### src/rtl/bru_pkg.sv
package bru_pkg;

    localparam logic [5:0] OPC_COND_DISP = 6'd16;
    localparam logic [5:0] OPC_UNCOND    = 6'd18;
    localparam logic [5:0] OPC_COND_REG  = 6'd19;
    localparam logic [9:0] XO_TO_LINK    = 10'd16;
    localparam logic [9:0] XO_TO_COUNT   = 10'd528;

    typedef enum logic [1:0] {
        FORM_NONE      = 2'd0,
        FORM_UNCOND    = 2'd1,
        FORM_COND_DISP = 2'd2,
        FORM_COND_REG  = 2'd3
    } form_e;

    // decoded fields of one branch word
    typedef struct packed {
        form_e       form;
        logic        skip_cr;    // options bit 4
        logic        want_set;   // options bit 3
        logic        skip_ctr;   // options bit 2
        logic        want_zero;  // options bit 1
        logic [4:0]  bit_idx;
        logic        absolute;
        logic        link;
        logic        use_ctr;
        logic [15:0] disp16;
        logic [25:0] disp26;
    } branch_dec_t;

    function automatic logic is_conditional(input form_e f);
        return (f == FORM_COND_DISP) || (f == FORM_COND_REG);
    endfunction

endpackage

### src/rtl/bru_decode.sv
module bru_decode
    import bru_pkg::*;
(
    input  logic [31:0]  instr,
    output branch_dec_t  dec
);
    logic [5:0] opc;
    logic [9:0] xo;

    assign opc = instr[31:26];
    assign xo  = instr[10:1];

    always_comb begin
        dec.form = FORM_NONE;
        unique case (opc)
            OPC_COND_DISP: dec.form = FORM_COND_DISP;
            OPC_UNCOND:    dec.form = FORM_UNCOND;
            OPC_COND_REG:  if (xo == XO_TO_LINK || xo == XO_TO_COUNT)
                               dec.form = FORM_COND_REG;
            default:       dec.form = FORM_NONE;
        endcase
        dec.skip_cr   = instr[25];
        dec.want_set  = instr[24];
        dec.skip_ctr  = instr[23];
        dec.want_zero = instr[22];
        dec.bit_idx   = instr[20:16];
        dec.absolute  = instr[1];
        dec.link      = instr[0];
        dec.use_ctr   = instr[10];
        dec.disp16    = {instr[15:2], 2'b00};
        dec.disp26    = {instr[25:2], 2'b00};
    end
endmodule

### src/rtl/bru_condition.sv
module bru_condition
    import bru_pkg::*;
#(
    parameter int AW = 64
) (
    input  form_e          form,
    input  logic           skip_cr,
    input  logic           want_set,
    input  logic           skip_ctr,
    input  logic           want_zero,
    input  logic [4:0]     bit_idx,
    input  logic [AW-1:0]  ctr_in,
    input  logic [31:0]    cr_in,
    output logic [AW-1:0]  ctr_next,
    output logic           take
);
    localparam logic [AW-1:0] ONE = AW'(1);

    logic dec_en;
    logic zero_after;
    logic ctr_ok;
    logic cr_bit;
    logic cr_ok;

    assign dec_en     = is_conditional(form) && !skip_ctr;
    // count reaches zero after the decrement exactly when it is one now
    assign zero_after = (ctr_in == ONE);
    assign ctr_next   = dec_en ? (ctr_in - ONE) : ctr_in;
    assign ctr_ok     = !dec_en || ((want_zero ^ zero_after) == 1'b0);
    assign cr_bit     = cr_in[5'd31 - bit_idx];
    assign cr_ok      = skip_cr || (cr_bit == want_set);

    always_comb begin
        unique case (form)
            FORM_UNCOND:                  take = 1'b1;
            FORM_COND_DISP, FORM_COND_REG: take = ctr_ok && cr_ok;
            default:                      take = 1'b0;
        endcase
    end
endmodule

### src/rtl/bru_target.sv
module bru_target
    import bru_pkg::*;
#(
    parameter int AW = 64
) (
    input  form_e          form,
    input  logic           absolute,
    input  logic           use_ctr,
    input  logic [15:0]    disp16,
    input  logic [25:0]    disp26,
    input  logic [AW-1:0]  pc,
    input  logic [AW-1:0]  ctr_in,
    input  logic [AW-1:0]  lnk_in,
    input  logic           mode32,
    output logic [AW-1:0]  target,
    output logic [AW-1:0]  fall
);
    localparam int EXT16 = AW - 16;
    localparam int EXT26 = AW - 26;

    logic [AW-1:0] base;
    logic [AW-1:0] tgt_raw;
    logic [AW-1:0] fall_raw;

    assign base     = absolute ? '0 : pc;
    assign fall_raw = pc + AW'(4);

    always_comb begin
        unique case (form)
            FORM_UNCOND:    tgt_raw = {{EXT26{disp26[25]}}, disp26} + base;
            FORM_COND_DISP: tgt_raw = {{EXT16{disp16[15]}}, disp16} + base;
            FORM_COND_REG:  tgt_raw = use_ctr ? ctr_in : lnk_in;
            default:        tgt_raw = pc;
        endcase
    end

    generate
        if (AW > 32) begin : g_trunc
            localparam logic [AW-1:0] LOW_MASK = AW'(33'h0_FFFF_FFFF);
            assign target = mode32 ? (tgt_raw & LOW_MASK) : tgt_raw;
            assign fall   = mode32 ? (fall_raw & LOW_MASK) : fall_raw;
        end else begin : g_narrow
            logic unused_mode;
            assign unused_mode = mode32;
            assign target = tgt_raw;
            assign fall   = fall_raw;
        end
    endgenerate
endmodule

### src/rtl/branch_resolve.sv
module branch_resolve
    import bru_pkg::*;
#(
    parameter int AW = 64
) (
    input  logic           clk,
    input  logic           rst,
    input  logic           in_valid,
    input  logic [31:0]    instr,
    input  logic [AW-1:0]  pc,
    input  logic [AW-1:0]  ctr_in,
    input  logic [AW-1:0]  lnk_in,
    input  logic [31:0]    cr_in,
    input  logic           mode32,
    output logic           out_done,
    output logic           out_is_branch,
    output logic           out_taken,
    output logic [AW-1:0]  next_pc,
    output logic [AW-1:0]  ctr_out,
    output logic [AW-1:0]  lnk_out
);
    localparam logic [AW-1:0] LOW_MASK = AW'(33'h0_FFFF_FFFF);

    branch_dec_t   dec;
    logic [AW-1:0] ctr_next;
    logic          take;
    logic [AW-1:0] target;
    logic [AW-1:0] fall;
    logic          is_br;

    bru_decode u_decode (
        .instr (instr),
        .dec   (dec)
    );

    bru_condition #(.AW(AW)) u_condition (
        .form      (dec.form),
        .skip_cr   (dec.skip_cr),
        .want_set  (dec.want_set),
        .skip_ctr  (dec.skip_ctr),
        .want_zero (dec.want_zero),
        .bit_idx   (dec.bit_idx),
        .ctr_in    (ctr_in),
        .cr_in     (cr_in),
        .ctr_next  (ctr_next),
        .take      (take)
    );

    bru_target #(.AW(AW)) u_target (
        .form     (dec.form),
        .absolute (dec.absolute),
        .use_ctr  (dec.use_ctr),
        .disp16   (dec.disp16),
        .disp26   (dec.disp26),
        .pc       (pc),
        .ctr_in   (ctr_in),
        .lnk_in   (lnk_in),
        .mode32   (mode32),
        .target   (target),
        .fall     (fall)
    );

    assign is_br = (dec.form != FORM_NONE);

    always_ff @(posedge clk) begin
        if (rst) begin
            out_done      <= 1'b0;
            out_is_branch <= 1'b0;
            out_taken     <= 1'b0;
            next_pc       <= '0;
            ctr_out       <= '0;
            lnk_out       <= '0;
        end else begin
            out_done <= in_valid;
            if (in_valid) begin
                out_is_branch <= is_br;
                out_taken     <= take;
                next_pc       <= !is_br ? pc : (take ? target : fall);
                ctr_out       <= ctr_next;
                lnk_out       <= (is_br && dec.link) ? fall : lnk_in;
            end
        end
    end

    // ---------------- assertions ----------------
    assert_done_follows_valid_R2: assert property (@(posedge clk) disable iff (rst)
        in_valid |=> out_done);

    assert_done_needs_valid_R2: assert property (@(posedge clk) disable iff (rst)
        out_done |-> $past(in_valid));

    assert_hold_when_idle_R2: assert property (@(posedge clk) disable iff (rst)
        !in_valid |=> ($stable(next_pc) && $stable(ctr_out) && $stable(lnk_out)
                       && $stable(out_taken)));

    assert_count_decrements_R3: assert property (@(posedge clk) disable iff (rst)
        (in_valid && is_conditional(dec.form) && !instr[23])
            |=> ctr_out == $past(ctr_in) - AW'(1));

    assert_uncond_taken_R6: assert property (@(posedge clk) disable iff (rst)
        (in_valid && dec.form == FORM_UNCOND)
            |=> (out_taken && ctr_out == $past(ctr_in)));

    assert_link_kept_R7: assert property (@(posedge clk) disable iff (rst)
        (in_valid && !instr[0]) |=> lnk_out == $past(lnk_in));

    assert_addr_trunc_R9: assert property (@(posedge clk) disable iff (rst)
        (out_done && out_is_branch && $past(mode32))
            |-> (next_pc & ~LOW_MASK) == '0);

    assert_fallthrough_R10: assert property (@(posedge clk) disable iff (rst)
        (out_done && out_is_branch && !out_taken && !$past(mode32))
            |-> next_pc == $past(pc) + AW'(4));

    assert_non_branch_R11: assert property (@(posedge clk) disable iff (rst)
        (in_valid && !is_br) |=> (!out_taken && next_pc == $past(pc)));
endmodule

### config.mk
export PLATFORM = sky130hd
export DESIGN_NAME = branch_resolve
export DESIGN_NICKNAME = d
export VERILOG_FILES = /design/src/rtl/bru_pkg.sv /design/src/rtl/bru_decode.sv /design/src/rtl/bru_condition.sv /design/src/rtl/bru_target.sv /design/src/rtl/branch_resolve.sv
export SDC_FILE = /design/constraint.sdc
export NUM_CORES = 1
export LEC_CHECK = 0
export ABC_AREA = 1
export BUFFER_PORTS_ARGS = -buffer_cell sky130_fd_sc_hd__clkbuf_2
export CELL_PAD_IN_SITES_DETAIL_PLACEMENT = 2
export CELL_PAD_IN_SITES_GLOBAL_PLACEMENT = 2
export CORE_MARGIN = 2
export CORE_UTILIZATION = 25
export CTS_CLUSTER_SIZE = 40
export DETAILED_ROUTE_END_ITERATION = 10
export PLACE_DENSITY = 0.75
export SYNTH_ARGS = -nofsm -noshare
export SYNTH_HDL_FRONTEND = slang
export SYNTH_HIERARCHICAL = 1
export SYNTH_SLANG_ARGS = --single-unit
### constraint.sdc
create_clock -name clk -period 4 [get_ports clk]
set_clock_uncertainty 0.1 [all_clocks]
set_input_delay 0.8 -clock clk [delete_from_list [all_inputs] [get_ports clk]]
set_output_delay 0.8 -clock clk [all_outputs]
set_load 0.1 [all_outputs]
# Word-level counts from Yosys, hierarchy flattened
# Cells that the tools add are included.
[word_totals] ff_bits=195 inputBits=260 output_inout_bits=195 word_cells=49
[classes] add_sub_neg=5 magnitude_cmp=1 eq_ne=10 mux=14 bitwise_logic=2 n_reduce_logical=11
[ops] operator="2-to-1 mux 64 bit" count=8
[ops] operator="case mux 64 bit (3 select lines)" count=1
[ops] operator="adder 64 bit" count=2
[ops] operator="adder 64 x 3 -> 64 bit, second input constant" count=1
[ops] operator="equality test 64 x 1 -> 1 bit, second input constant" count=1
[ops] operator="subtractor 64 x 1 -> 64 bit, second input constant" count=1
[ops] operator="equality test 6 x 5 -> 1 bit, second input constant" count=3
[ops] operator="equality test 10 bit, second input constant" count=1
[ops] operator="equality test 10 x 5 -> 1 bit, second input constant" count=1
[ops] operator="< comparator 5 x 6 -> 1 bit, second input constant" count=1
[ops] operator="case mux 2 bit (3 select lines)" count=1
[ops] operator="binary-select mux 1 bit (select 5 bit)" count=1
[ops] operator="subtractor 5 bit, first input constant" count=1
[ops] operator="equality test 2 bit, second input constant" count=2
[ops] operator="logical OR 1 bit" count=4
[ops] operator="logical AND 1 bit" count=3
[ops] operator="equality test 2 x 1 -> 1 bit, second input constant" count=1
[ops] operator="zero test 1 bit" count=2
[ops] operator="2-to-1 mux 2 bit" count=1
[ops] operator="case mux 1 bit (2 select lines)" count=1
[ops] operator="nonzero test 2 bit" count=1
[ops] operator="OR reduction 2 bit" count=1
[ops] operator="equality test 1 bit" count=1
[ops] operator="2-to-1 mux 1 bit" count=1
[ops] operator="other kinds (2)" count=2

# Logic depth before layout (Yosys ltp)
# Gate-level depths: netlist of run 1.
[depth] depth_word=13 mapped_depth=36 depth_no_buf=34

# Cells and area by module
# The synthesis of run 1 kept the hierarchy.
[by_module_without_submodules] module="bru_target" n_inst=1 cells_each=2069 area_each_um2=9877.0
[by_module_without_submodules] module="branch_resolve" n_inst=1 cells_each=1531 area_each_um2=9270.1
[by_module_without_submodules] module="bru_condition" n_inst=1 cells_each=463 area_each_um2=2394.8
[by_module_without_submodules] module="bru_decode" n_inst=1 cells_each=77 area_each_um2=503.0

# Least setup slack after synthesis of run 1
# No wires, ideal clock.
[synth_path] kind="input-to-reg" startpoint="in instr[29]" endpoint="reg next_pc[46]" setup_time_ns=0.058 arrival_time_ns=4.072 required_ns=3.842 slack_ns=-0.230 stages=31 n_path_buf=3 path_cell_list="nor2_2 nand3_1 nor2_1 nand2_1 nand2_1 inv_1 ha_1 buf_6 nand2_4 buf_2 buf_1 nand2_1 ha_1 nand2_1 nor2_1 inv_1 nor3_1 nand2_1 nand3_1 nand2_1 nand2_1 nand3_1 nand3b_1 nand3_1 a21oi_1 nand2_1 nand2_1 nand2_1 nand2_1 nand2_1 nand2_1"
[synth_lines] item="start: declaration" line="branch_resolve.sv:9" source="input logic [31:0] instr,"
[synth_lines] item="end signal: assignment" line="branch_resolve.sv:78" source="next_pc <= !is_br ? pc : (take ? target : fall);"
[synth_lines] item="end: declaration" line="branch_resolve.sv:18" source="output logic [AW-1:0] next_pc,"

==> out/metrics.sh, run 1 <==
STATUS='complete, but fails checks'
FAILED_CHECKS='negative setup slack'
DRT_INITIAL_VIOLATIONS=2412
FINALHOLDVIOLATIONS=0
SYNTH.TOP_CELL.AREA_SHARE_PCT=23.51
CP_COMMON_CELL='sky130_fd_sc_hd__nand2_1'
PEAK_SUPPLY_DROP_V=0.0003883
CRITICAL_PATH.MAX_STAGE_DELAY_NS=0.24
MIN_PERIOD_OVER_PERIOD_PCT=111.3
POST-ROUTE-MIN-PERIOD_NS=4.452
TIMING_MAX_TRANSITION_VIOLATIONS_FINAL=0
TIMING.CRITICAL_PATH.SLOWEST_STAGE_CELL='sky130_fd_sc_hd__ha_4'
SYNTH_CELLS=4140
NETLIST.TOP_CELL.BY_AREA='sky130_fd_sc_hd__nand2_1'
FINAL.SETUP.WORST_SLACK_NS=-0.4520
WORST_R2R_END='next_pc[26]'
P_INT_uW=4084
TIMING.CRITICAL_PATH.REQUIRED_NS=4.39
ARRIVAL_NS=4.85
SYNTH_COMMON_CELLS='1,381 x sky130_fd_sc_hd__nand2_1, 719 x sky130_fd_sc_hd__nor2_1, 432 x sky130_fd_sc_hd__inv_1, 256 x sky130_fd_sc_hd__nand3_1, 256 x sky130_fd_sc_hd__o21ai_0'
YOSYS.CELL_COUNT.TOP_TYPE='sky130_fd_sc_hd__nand2_1'
GROUTE.USAGE.OVERALL_PCT=31.24
BOUNDARYPINS=455
MIN_DELAY_PATH_DEPTH=2
SYNTH_SEQ_CELLS=195
CP-START-KIND='input pin'
WIRELENGTH_MM=157.0
TIMING.SLEW.HEADROOM_PCT=23.26
NUMPORTBUFFERS=454
FILLERS=10920
P_LEAK_uW=0.01586
POST-DP-HPWL_MM=113.1
SHARE_OF_SYNTHESIZED_REGISTERS_CARRYING_AN_ASYNC_SET_OR_RESET_PCT=0
WORST_HOLD_STARTPOINT='rst'
PATH_CLASS='in2reg'
CRIT-REG2REG-LAUNCH='next_pc[26]'
SYN_AREA_PER_CELL_SQ_UM=5.325
WORSTSKEWPAIRLATENCY_NS=0.51
GRT_FIRST_PASS_WIRELENGTH_MM=212.1
GRT_SETUP_UNREPAIRED='true'
FINAL_ANTENNA_NET_COUNT=0
CORE_REGION_AREA_SQ_MM=0.08702
DRT_PASS1_ITERATIONS=5
CTS.ROOT.BUFFER_CELL='sky130_fd_sc_hd__clkbuf_16'
CP-END-KIND='flop'
SWITCHING_SHARE_PCT=49.86
DRIVE_GT1_SHARE_PCT=31.13
POWERDENSITY_mW_PER_MM2=262.1
SYNTH_CELL_TYPE_COUNT=59
DETAIL_ROUTE.DRC_VIOLATIONS=0
GRT.OVERFLOW.TOTAL=0
AREAGROWTHSYNTHTOFINISH_PCT=40.95
WORST_PIN_SLEW_NS=1.139
HOLD_PATH_SINK='out_is_branch'
DIE_H_UM=301.0
CTS_TREE='yes'
CTSHTREEMAXLEVEL=4
NETLIST_TOP_CELLS_AREA='sky130_fd_sc_hd__nand2_1 24%, sky130_fd_sc_hd__dfxtp_1 18%, sky130_fd_sc_hd__nor2_1 12%'
FIN_UTIL_PCT=35.71
SWITCHINGPOWER_uW=4061
SYNTH_FF_TYPE='sky130_fd_sc_hd__dfxtp_1'
ROUTE.VIAS.TOTAL=31900
RRSETUPSLACK_NS=2.94
CLOCKPOWERSHARE_PCT=24.0
TOTAL_DIE_AREA_SQ_MM=0.09057
CTSHOLDBUFFERS=0
SYN-CELL-AREA_SQ_MM=0.02204
INITIAL_UTILIZATION_PCT=25.33
SYNTHESIS.YOSYS.WARNINGS=6
COMBPWRFRAC_PCT=49.3
EDFF_COUNT_SYNTH=0
FINALSETUPVIOLCOUNT=52
GRT_PASS1_VIAS=33030
GRT_MAX_DEGREE=111
CLOCKBUFFERDEPTH=2
SYNTH-SEQ-AREA-SHARE_PCT=17.71
CLOCK_SINK_TOTAL=195
HOLDCRITPATHCLASS='in2reg'
POWER_FRAC_SEQ_PCT=26.6
DIE_X_UM=301.0
FINAL_NETS=5134
TRITONCTS.NUM_BUFFERS=17
CRITPATHMAXFANOUT=10
DETAIL_ROUTE.WL_PER_CELL_UM=26.15
PLACE_CONGESTION=0.9556
AVGVIACOUNTPERCELL=5.313
MAX_FCLK_MHz=224.6
CTS.REPORTEDPATHS.CLKPINSLEW_NS=0.12
RR_WORST_DEPTH=4
ROWS=108
GRT_ANTENNA_BEFORE_REPAIR=16
MAX_CAP_VIOLATIONS=0
TNS_NS=-12.22
-- flip-flops by register name (all words and copies together), names as in the netlist --
name	flops
ctr_out	64
out_is_branch	1
next_pc	64
out_taken	1
lnk_out	64
out_done	1
-- placed cells by master (no fill, tap or decap), types with 54 or more instances in the layout --
cell	count
sky130_fd_sc_hd__dfxtp_1	195
sky130_fd_sc_hd__xor2_1	64
sky130_fd_sc_hd__nand2_1	1231
sky130_fd_sc_hd__nor2_2	61
sky130_fd_sc_hd__buf_4	399
sky130_fd_sc_hd__clkbuf_2	453
sky130_fd_sc_hd__o21ai_0	233
sky130_fd_sc_hd__nor2_1	657
sky130_fd_sc_hd__a21oi_1	93
sky130_fd_sc_hd__nor2_4	54
sky130_fd_sc_hd__nand2_2	153
sky130_fd_sc_hd__inv_1	416
sky130_fd_sc_hd__nand3_1	203
-- power by group through the flow --
stage	sequential (uW)	clock (uW)	combinational [uW]
3_3_place_gp	2210	0	3370
4_1_cts	2160	1990	3690
6_report	2170	1960	4020
2_1_floorplan	3120	0	1230
5_1_grt	2180	2050	4210
3_5_place_dp	2210	0	3450
-- per-stage QoR --
step	worst slack, ns	instance area (sq um)	hold slack [ns]	power [uW]	instances
after CTS	-0.09167	29960	0.3577	7844	5966
after global routing	-0.6831	31070	0.3810	8443	6002
after global placement	-1.142	27740	0.3756	5574	5914
after floorplan	-0.008188	22110	0.7724	4349	4143
final	-0.4520	31070	0.3975	8145	6003
after detailed placement	-1.311	27740	0.3925	5658	5914
-- routing by layer --
metal  wire length, um  up-vias  track usage, %
met5                29        -               0
met4             11570        4           18.08
met3              8515      442           3.716
met2             74700     1211           53.75
met1             62160    15970           37.40
li1                  -    14270               -
-- kinds of logic after synthesis --
kind of cell,Yosys count,share of synthesized area [%]
flip-flops,195,17.71
AO/OA/AOI/OAI,485,11.85
AND/OR/NAND/NOR,2629,50.32
adder cells (fa/ha/maj),52,2.985
other,1,0.01701
buffers and inverters,685,13.42
XOR/XNOR,93,3.695
-- what timing repair did --
action,in CTS,in global routing
gates cloned,3,1
resized for setup,333,249
setup buffers,18,24
endpoints found under the setup margin,61,59
pin swaps,72,99
-- final cells by class --
cell class	instances	area [sq um]	share of cell area, %
diodes	13	32.53	0.1047
clock buffers	18	429.2	1.381
clock inverters	14	141.4	0.4550
inverters	454	1730	5.569
multi-input cells	3267	17550	56.48
flip-flops and latches	195	3904	12.56
well taps	1155	1445	4.651
repair buffers	887	5839	18.79
-- worst max-delay path, delay by kind of cell --
kind / cells / cell delay [ns]
AOI/OAI and AO/OA: 5 / 1.06
adders and majority gates: 2 / 0.41
buffers and inverters: 8 / 0.86
and+or+nand+nor: 16 / 1.66
-- worst max path at each step --
stage / start / to / slack (ns)
5_1_grt: instr[5] / next_pc[30] / -0.68
3_3_place_gp: instr[5] / next_pc[62] / -1.14
6_report: instr[5] / next_pc[30] / -0.45
3_5_place_dp: instr[5] / next_pc[57] / -1.31
2_1_floorplan: instr[29] / next_pc[46] / -0.008
4_1_cts: instr[5] / next_pc[45] / -0.09
Power figures use the tool's default switching activity.
==> run 2, diff against run 1 <==
--- a/config.mk
+++ b/config.mk
@@ -14,6 +14,7 @@
 export CTS_CLUSTER_SIZE = 40
 export DETAILED_ROUTE_END_ITERATION = 10
 export PLACE_DENSITY = 0.75
+export RECOVER_POWER = 100
 export SYNTH_ARGS = -nofsm -noshare
 export SYNTH_HDL_FRONTEND = slang
 export SYNTH_HIERARCHICAL = 1
==> out/metrics.sh, run 2 (synthesis gave the netlist of run 1 again) <==
STATUS='complete, but fails checks'
FAILED_CHECKS='max-capacitance violations, max-slew violations, negative setup slack'
DETAIL_ROUTE.DRC_VIOLATIONS=0  # unchanged
LAYOUT.CELLS.MOST_COMMON_LIST='1,232 x sky130_fd_sc_hd__nand2_1, 657 x sky130_fd_sc_hd__nor2_1, 416 x sky130_fd_sc_hd__inv_1'
GRT_SETUP_UNREPAIRED='true'
LAYOUT_TOP_REGISTERS='ctr_out x64, lnk_out x64, next_pc x64'
TOTAL_POWER_uW=8112  # -0.41%
WIRELENGTH_MM=156.9  # about the same
DRT_PASS1_ITERATIONS=6  # +1
AVGVIACOUNTPERCELL=5.295  # -0.35%
DIE_X_UM=301.0  # unchanged
BOUNDARYPINS=455  # unchanged
TIMING.CRITICAL_PATH.REQUIRED_NS=4.39  # about the same
ROUTE.VIAS.TOTAL=31790  # -0.33%
CTSHTREEMAXLEVEL=4  # unchanged
PEAK_SUPPLY_DROP_V=0.0003885  # about the same
FINALHOLDVIOLATIONS=0  # unchanged
FIN_UTIL_PCT=35.42  # -0.28 points
GROUTE.USAGE.OVERALL_PCT=31.24  # unchanged
FINALSETUPVIOLCOUNT=71  # +37%
GRT_ANTENNA_BEFORE_REPAIR=16  # unchanged
FINAL.SETUP.WORST_SLACK_NS=-0.4208  # +0.03120 ns
FINAL_ANTENNA_NET_COUNT=0  # unchanged
CLOCKBUFFERDEPTH=2  # unchanged
WORST_PIN_SLEW_NS=1.514  # +0.3754 ns
TIMING_MAX_TRANSITION_VIOLATIONS_FINAL=1  # +1
CP-END-KIND='flop'
WORSTSKEWPAIRLATENCY_NS=0.52  # about the same
FINAL_NETS=5134  # unchanged
INITIAL_UTILIZATION_PCT=25.33  # unchanged
GRT_MAX_DEGREE=111  # unchanged
DRT_INITIAL_VIOLATIONS=2387  # -1.0%
CP_COMMON_CELL='sky130_fd_sc_hd__nand2_1'
POWERDENSITY_mW_PER_MM2=263.1  # +0.38%
GRT_FIRST_PASS_WIRELENGTH_MM=212.1  # unchanged
DETAIL_ROUTE.WL_PER_CELL_UM=26.14  # about the same
ARRIVAL_NS=4.81  # -0.04 ns
PATH_CLASS='in2reg'
CORE_REGION_AREA_SQ_MM=0.08702  # unchanged
FILLERS=11020  # +0.87%
AREAGROWTHSYNTHTOFINISH_PCT=39.84
NUMPORTBUFFERS=454  # unchanged
POST_DP_CELL_AREA_SQ_MM=0.02774  # unchanged
FINALNONFILLERCELLS=6004  # +0.017%
PLACE_CONGESTION=0.9556  # unchanged
CTS.ROOT.BUFFER_CELL='sky130_fd_sc_hd__clkbuf_16'
CLOCK_SINK_TOTAL=195  # unchanged
GRT.OVERFLOW.TOTAL=0  # unchanged
POSTLAYOUTCELLAREA_SQ_MM=0.03083  # -0.79%
HOLDCRITPATHCLASS='reg2reg'
MAX_FCLK_MHz=226.2  # +0.71%
MULTI_INPUT_AREA_SQ_MM=0.01754  # about the same
POST-ROUTE-MIN-PERIOD_NS=4.421  # -0.03120 ns
CTS_TREE='yes'
SEQCELLAREA_SQ_MM=0.003904  # unchanged
TIMING.CRITICAL_PATH.SLOWEST_STAGE_CELL='sky130_fd_sc_hd__ha_4'
LAYOUT.CELLS.MOST_COMMON='sky130_fd_sc_hd__nand2_1'
CRITICAL_PATH.MAX_STAGE_DELAY_NS=0.24  # about the same
CTS.REPORTEDPATHS.CLKPINSLEW_NS=0.12  # about the same
DRIVE_GT1_SHARE_PCT=27.18  # -4.0 points
TIMING.SLEW.HEADROOM_PCT=-0.5333  # -24 points
TRITONCTS.NUM_BUFFERS=17  # unchanged
CP-START-KIND='input pin'
MAX_CAP_VIOLATIONS=1  # +1
MIN_PERIOD_OVER_PERIOD_PCT=110.5  # -0.78 points
P_LEAK_uW=0.01523  # -4.0%
GRT_PASS1_VIAS=33030  # unchanged
TOTAL_DIE_AREA_SQ_MM=0.09057  # unchanged
DIE_H_UM=301.0  # unchanged
DP.CELLS=5914  # unchanged
POST-DP-HPWL_MM=113.1  # unchanged
ROWS=108  # unchanged
CRITPATHMAXFANOUT=10  # unchanged
[run 2: cell count changes in the layout (fill, tap and decap cells not counted), sizes merged]
cell / before / now
buf: 434 / 433
clkbuf: 471 / 472
diode: 13 / 14
[run 2: per-stage QoR]
stage | worst slack, ns | hold slack (ns) | setup TNS, ns
after floorplan | -0.008188 | 0.7724 | -0.008837
after global placement | -1.142 | 0.3756 | -54.76
after detailed placement | -1.311 | 0.3925 | -64.35
after CTS | -0.09167 | 0.3577 | -0.9596
after global routing | -0.6831 | 0.4347 | -24.07
final | -0.4208 | 0.4046 | -14.37
[run 2: power by group]
part / internal, uW / total (uW) / switching, uW / leakage (uW)
clock: 884 / 1960 / 1070 / 0.000283
sequential: 2070 / 2170 / 94.6 / 0.00162
combinational: 1100 / 3990 / 2890 / 0.0133
total: 4050 / 8110 / 4060 / 0.0152
[run 2: layout make-up]
type,count,share of cell area (%)
multi-input cells,3267,56.91
repair buffers,887,18.16
flip-flops and latches,195,12.66
inverters,454,5.613
well taps,1155,4.688
clock buffers,18,1.392
clock inverters,14,0.4586
diodes,14,0.1136
[run 2: timing repair]
action,4_1_cts,5_1_grt
hold endpoints to repair,0,0
cloned,3,1
setup endpoints to repair,61,59
hold buffers,0,0
gates resized for setup,333,249
pin swaps,72,99
setup buffers,18,24
[run 2: metal layers]
layer / routed length (um) / up-vias / GRT usage (%)
met5: 27 / - / 0
met4: 11470 / 4 / 18.08
met3: 8946 / 440 / 3.716
met2: 74710 / 1257 / 53.75
met1: 61790 / 15820 / 37.40
li1: - / 14270 / -
[run 2: path summary, 6_finish.rpt]
check	start	depth (start not counted)	to	slack (ns)
worst max-delay path	instr[5]	31	next_pc[30]	-0.42
worst min-delay path	ctr_out[11]	2	ctr_out[11]	0.40
worst max register to register	next_pc[26]	4	next_pc[26]	2.94
worst min register to register	ctr_out[11]	2	ctr_out[11]	0.40
[run 2: worst max-delay path: cells and delay by family]
| family | cells | cell delay, ns |
|---|---|---|
| compound gates | 5 | 1.03 |
| simple gates | 16 | 1.64 |
| fa+ha+maj | 2 | 0.41 |
| buf+inv | 8 | 0.87 |
==> run 3, diff against run 2 <==
--- a/config.mk
+++ b/config.mk
@@ -7,13 +7,11 @@
 export LEC_CHECK = 0
 export ABC_AREA = 1
 export BUFFER_PORTS_ARGS = -buffer_cell sky130_fd_sc_hd__clkbuf_2
-export CELL_PAD_IN_SITES_DETAIL_PLACEMENT = 2
-export CELL_PAD_IN_SITES_GLOBAL_PLACEMENT = 2
 export CORE_MARGIN = 2
-export CORE_UTILIZATION = 25
+export CORE_UTILIZATION = 35
 export CTS_CLUSTER_SIZE = 40
 export DETAILED_ROUTE_END_ITERATION = 10
-export PLACE_DENSITY = 0.75
+export PLACE_DENSITY = 0.54
 export RECOVER_POWER = 100
 export SYNTH_ARGS = -nofsm -noshare
 export SYNTH_HDL_FRONTEND = slang
==> out/metrics.sh, run 3 (synthesis gave the netlist of run 1 again) <==
CTS.REPORTEDPATHS.CLKPINSLEW_NS=0.09  # -0.03 ns
DRT_INITIAL_VIOLATIONS=2886  # +21%
TIMING.CRITICAL_PATH.SLOWEST_STAGE_CELL='sky130_fd_sc_hd__ha_4'
MIN_PERIOD_OVER_PERIOD_PCT=99.74  # -11 points
POST-DP-HPWL_MM=89.13  # -21%
WORSTSKEWPAIRLATENCY_NS=0.52  # about the same
MIN_DELAY_PATH_DEPTH=2  # unchanged
FILLERS=7021  # -36%
LAYOUT_TOP_REGISTERS='ctr_out x64, lnk_out x64, next_pc x64'
ARRIVAL_NS=4.36  # -0.45 ns
FINALHOLDVIOLATIONS=0  # unchanged
CTS_TREE='yes'
P_LEAK_uW=0.01555  # +2.1%
HOLDCRITPATHCLASS='reg2reg'
DRIVE_GT1_SHARE_PCT=28.96  # +1.8 points
WORST_R2R_END='next_pc[19]'
FINAL_ANTENNA_NET_COUNT=0  # unchanged
CTSHOLDBUFFERS=0  # unchanged
GRT_PASS1_VIAS=26300  # -20%
INITIAL_UTILIZATION_PCT=35.20  # +9.9 points
WORST_HOLD_STARTPOINT='ctr_out[41]'
AREAGROWTHSYNTHTOFINISH_PCT=36.20
FINAL.HOLD.WORST_SLACK_NS=0.4061  # +0.001487 ns
CTS.ROOT.BUFFER_CELL='sky130_fd_sc_hd__clkbuf_16'
DRT_PASS1_ITERATIONS=6  # unchanged
CLOCKBUFFERDEPTH=2  # unchanged
NUMPORTBUFFERS=454  # unchanged
STATUS='completed'
TRITONCTS.NUM_BUFFERS=17  # unchanged
TIMING.CRITICAL_PATH.REQUIRED_NS=4.37  # -0.02 ns
CRITPATHMAXFANOUT=6  # -4
TIMING_MAX_TRANSITION_VIOLATIONS_FINAL=0  # -1
CTSHTREEMAXLEVEL=4  # unchanged
DIE_H_UM=255.0  # -15%
DIE_X_UM=255.0  # -15%
LAYOUT.CELLS.MOST_COMMON='sky130_fd_sc_hd__nand2_1'
PATH_CLASS='in2reg'
TOTAL_DIE_AREA_SQ_MM=0.06501  # -28%
CRITICAL_PATH.MAX_STAGE_DELAY_NS=0.32  # +0.08 ns
RRSETUPSLACK_NS=3.06  # +0.12 ns
RR_WORST_DEPTH=4  # unchanged
WORST_PIN_SLEW_NS=0.8946  # -0.6199 ns
HOLD_PATH_SINK='ctr_out[41]'
BOUNDARYPINS=455  # unchanged
POWERDENSITY_mW_PER_MM2=256.8  # -2.4%
DETAIL_ROUTE.WL_PER_CELL_UM=19.98  # -24%
ROUTE.VIAS.TOTAL=28590  # -10%
MAX_CAP_VIOLATIONS=0  # -1
LAYOUT.CELLS.MOST_COMMON_LIST='1,263 x sky130_fd_sc_hd__nand2_1, 664 x sky130_fd_sc_hd__nor2_1, 448 x sky130_fd_sc_hd__clkbuf_2'
MAX_FCLK_MHz=250.7  # +11%
AVGVIACOUNTPERCELL=5.060  # -4.4%
WORST-PATH-STAGES=31  # unchanged
PLACE_CONGESTION=1.020  # +6.7%
TIMING.SLEW.HEADROOM_PCT=39.73  # +40 points
CP_COMMON_CELL='sky130_fd_sc_hd__nand2_1'
CP-END-KIND='flop'
GRT_MAX_DEGREE=194  # +75%
CLOCK_SINK_TOTAL=195  # unchanged
CRIT-REG2REG-LAUNCH='next_pc[19]'
DETAIL_ROUTE.DRC_VIOLATIONS=0  # unchanged
ROWS=92  # -15%
CRITICAL_PATH.TOP_DELAY_FAMILY='simple AND/OR/NAND/NOR gates'
GRT_FIRST_PASS_WIRELENGTH_MM=160.8  # -24%
GRT.OVERFLOW.TOTAL=0  # unchanged
GROUTE.USAGE.OVERALL_PCT=33.04  # +1.8 points
CP_BUFS_INVS=8  # unchanged
FINAL_NETS=5099  # -0.68%
GRT_ANTENNA_BEFORE_REPAIR=2  # -14
POST-ROUTE-MIN-PERIOD_NS=3.990  # -0.4313 ns
PEAK_SUPPLY_DROP_V=0.0003442  # -11%
WIRELENGTH_MM=112.9  # -28%
CP-START-KIND='input pin'
CORE_REGION_AREA_SQ_MM=0.06262  # -28%
GRT_SETUP_UNREPAIRED='true'
FINALSETUPVIOLCOUNT=0  # -100%
FIN_UTIL_PCT=47.95  # +13 points
run 3: how the worst max path moves through the flow:
stage,startpoint,to
CTS,instr[2],next_pc[44]
global placement,instr[2],next_pc[32]
global route,instr[5],next_pc[49]
detailed placement,instr[2],next_pc[32]
floorplan,instr[29],next_pc[46]
finish,instr[5],next_pc[54]
run 3: layer usage:
metal | track usage, % | wire (um)
met5 | 0 | 14
met4 | 18.08 | 6584
met3 | 4.088 | 7286
met2 | 54.22 | 51840
met1 | 42.09 | 47150
run 3: cell type report:
| cell class | count | area (sq um) | share of cell area (%) |
|---|---|---|---|
| Multi-Input combinational cell | 3267 | 17120 | 57.00 |
| Timing Repair Buffer | 852 | 5619 | 18.71 |
| Sequential cell | 195 | 3904 | 13.00 |
| Inverter | 454 | 1724 | 5.742 |
| Tap cell | 846 | 1059 | 3.525 |
| Clock buffer | 18 | 439.2 | 1.463 |
| Clock inverter | 14 | 157.7 | 0.5251 |
| Antenna cell | 3 | 7.507 | 0.02500 |
run 3: where the power goes:
group | internal (uW) | switching, uW
Clock | 854 | 1050
Combinational | 1080 | 2570
Sequential | 2070 | 82.3
Total | 4010 | 3700
run 3: timing repair:
action | 4_1_cts | 5_1_grt
setup buffers | 3 | 24
pin swaps | 15 | 139
gates cloned | 0 | 5
gates resized for setup | 83 | 394
setup endpoints to repair | 47 | 50
run 3: worst min-delay path, cell delays in order (launching register included):
cell	delay [ns]
sky130_fd_sc_hd__dfxtp_1	0.33
sky130_fd_sc_hd__o21ai_0	0.07
sky130_fd_sc_hd__nor2_1	0.07
run 3: through the flow:
step	std cells	total power [uW]	cell area, sq um	worst slack, ns	setup TNS (ns)
global placement	5582	5489	27150	-1.061	-41.44
detailed placement	5582	5487	27150	-1.064	-42.45
floorplan	4143	4349	22110	-0.008188	-0.008837
CTS	5617	7432	28100	0.0003020	0
finish	5649	7709	30030	0.01050	0
global route	5647	8042	30020	-0.1683	-3.682
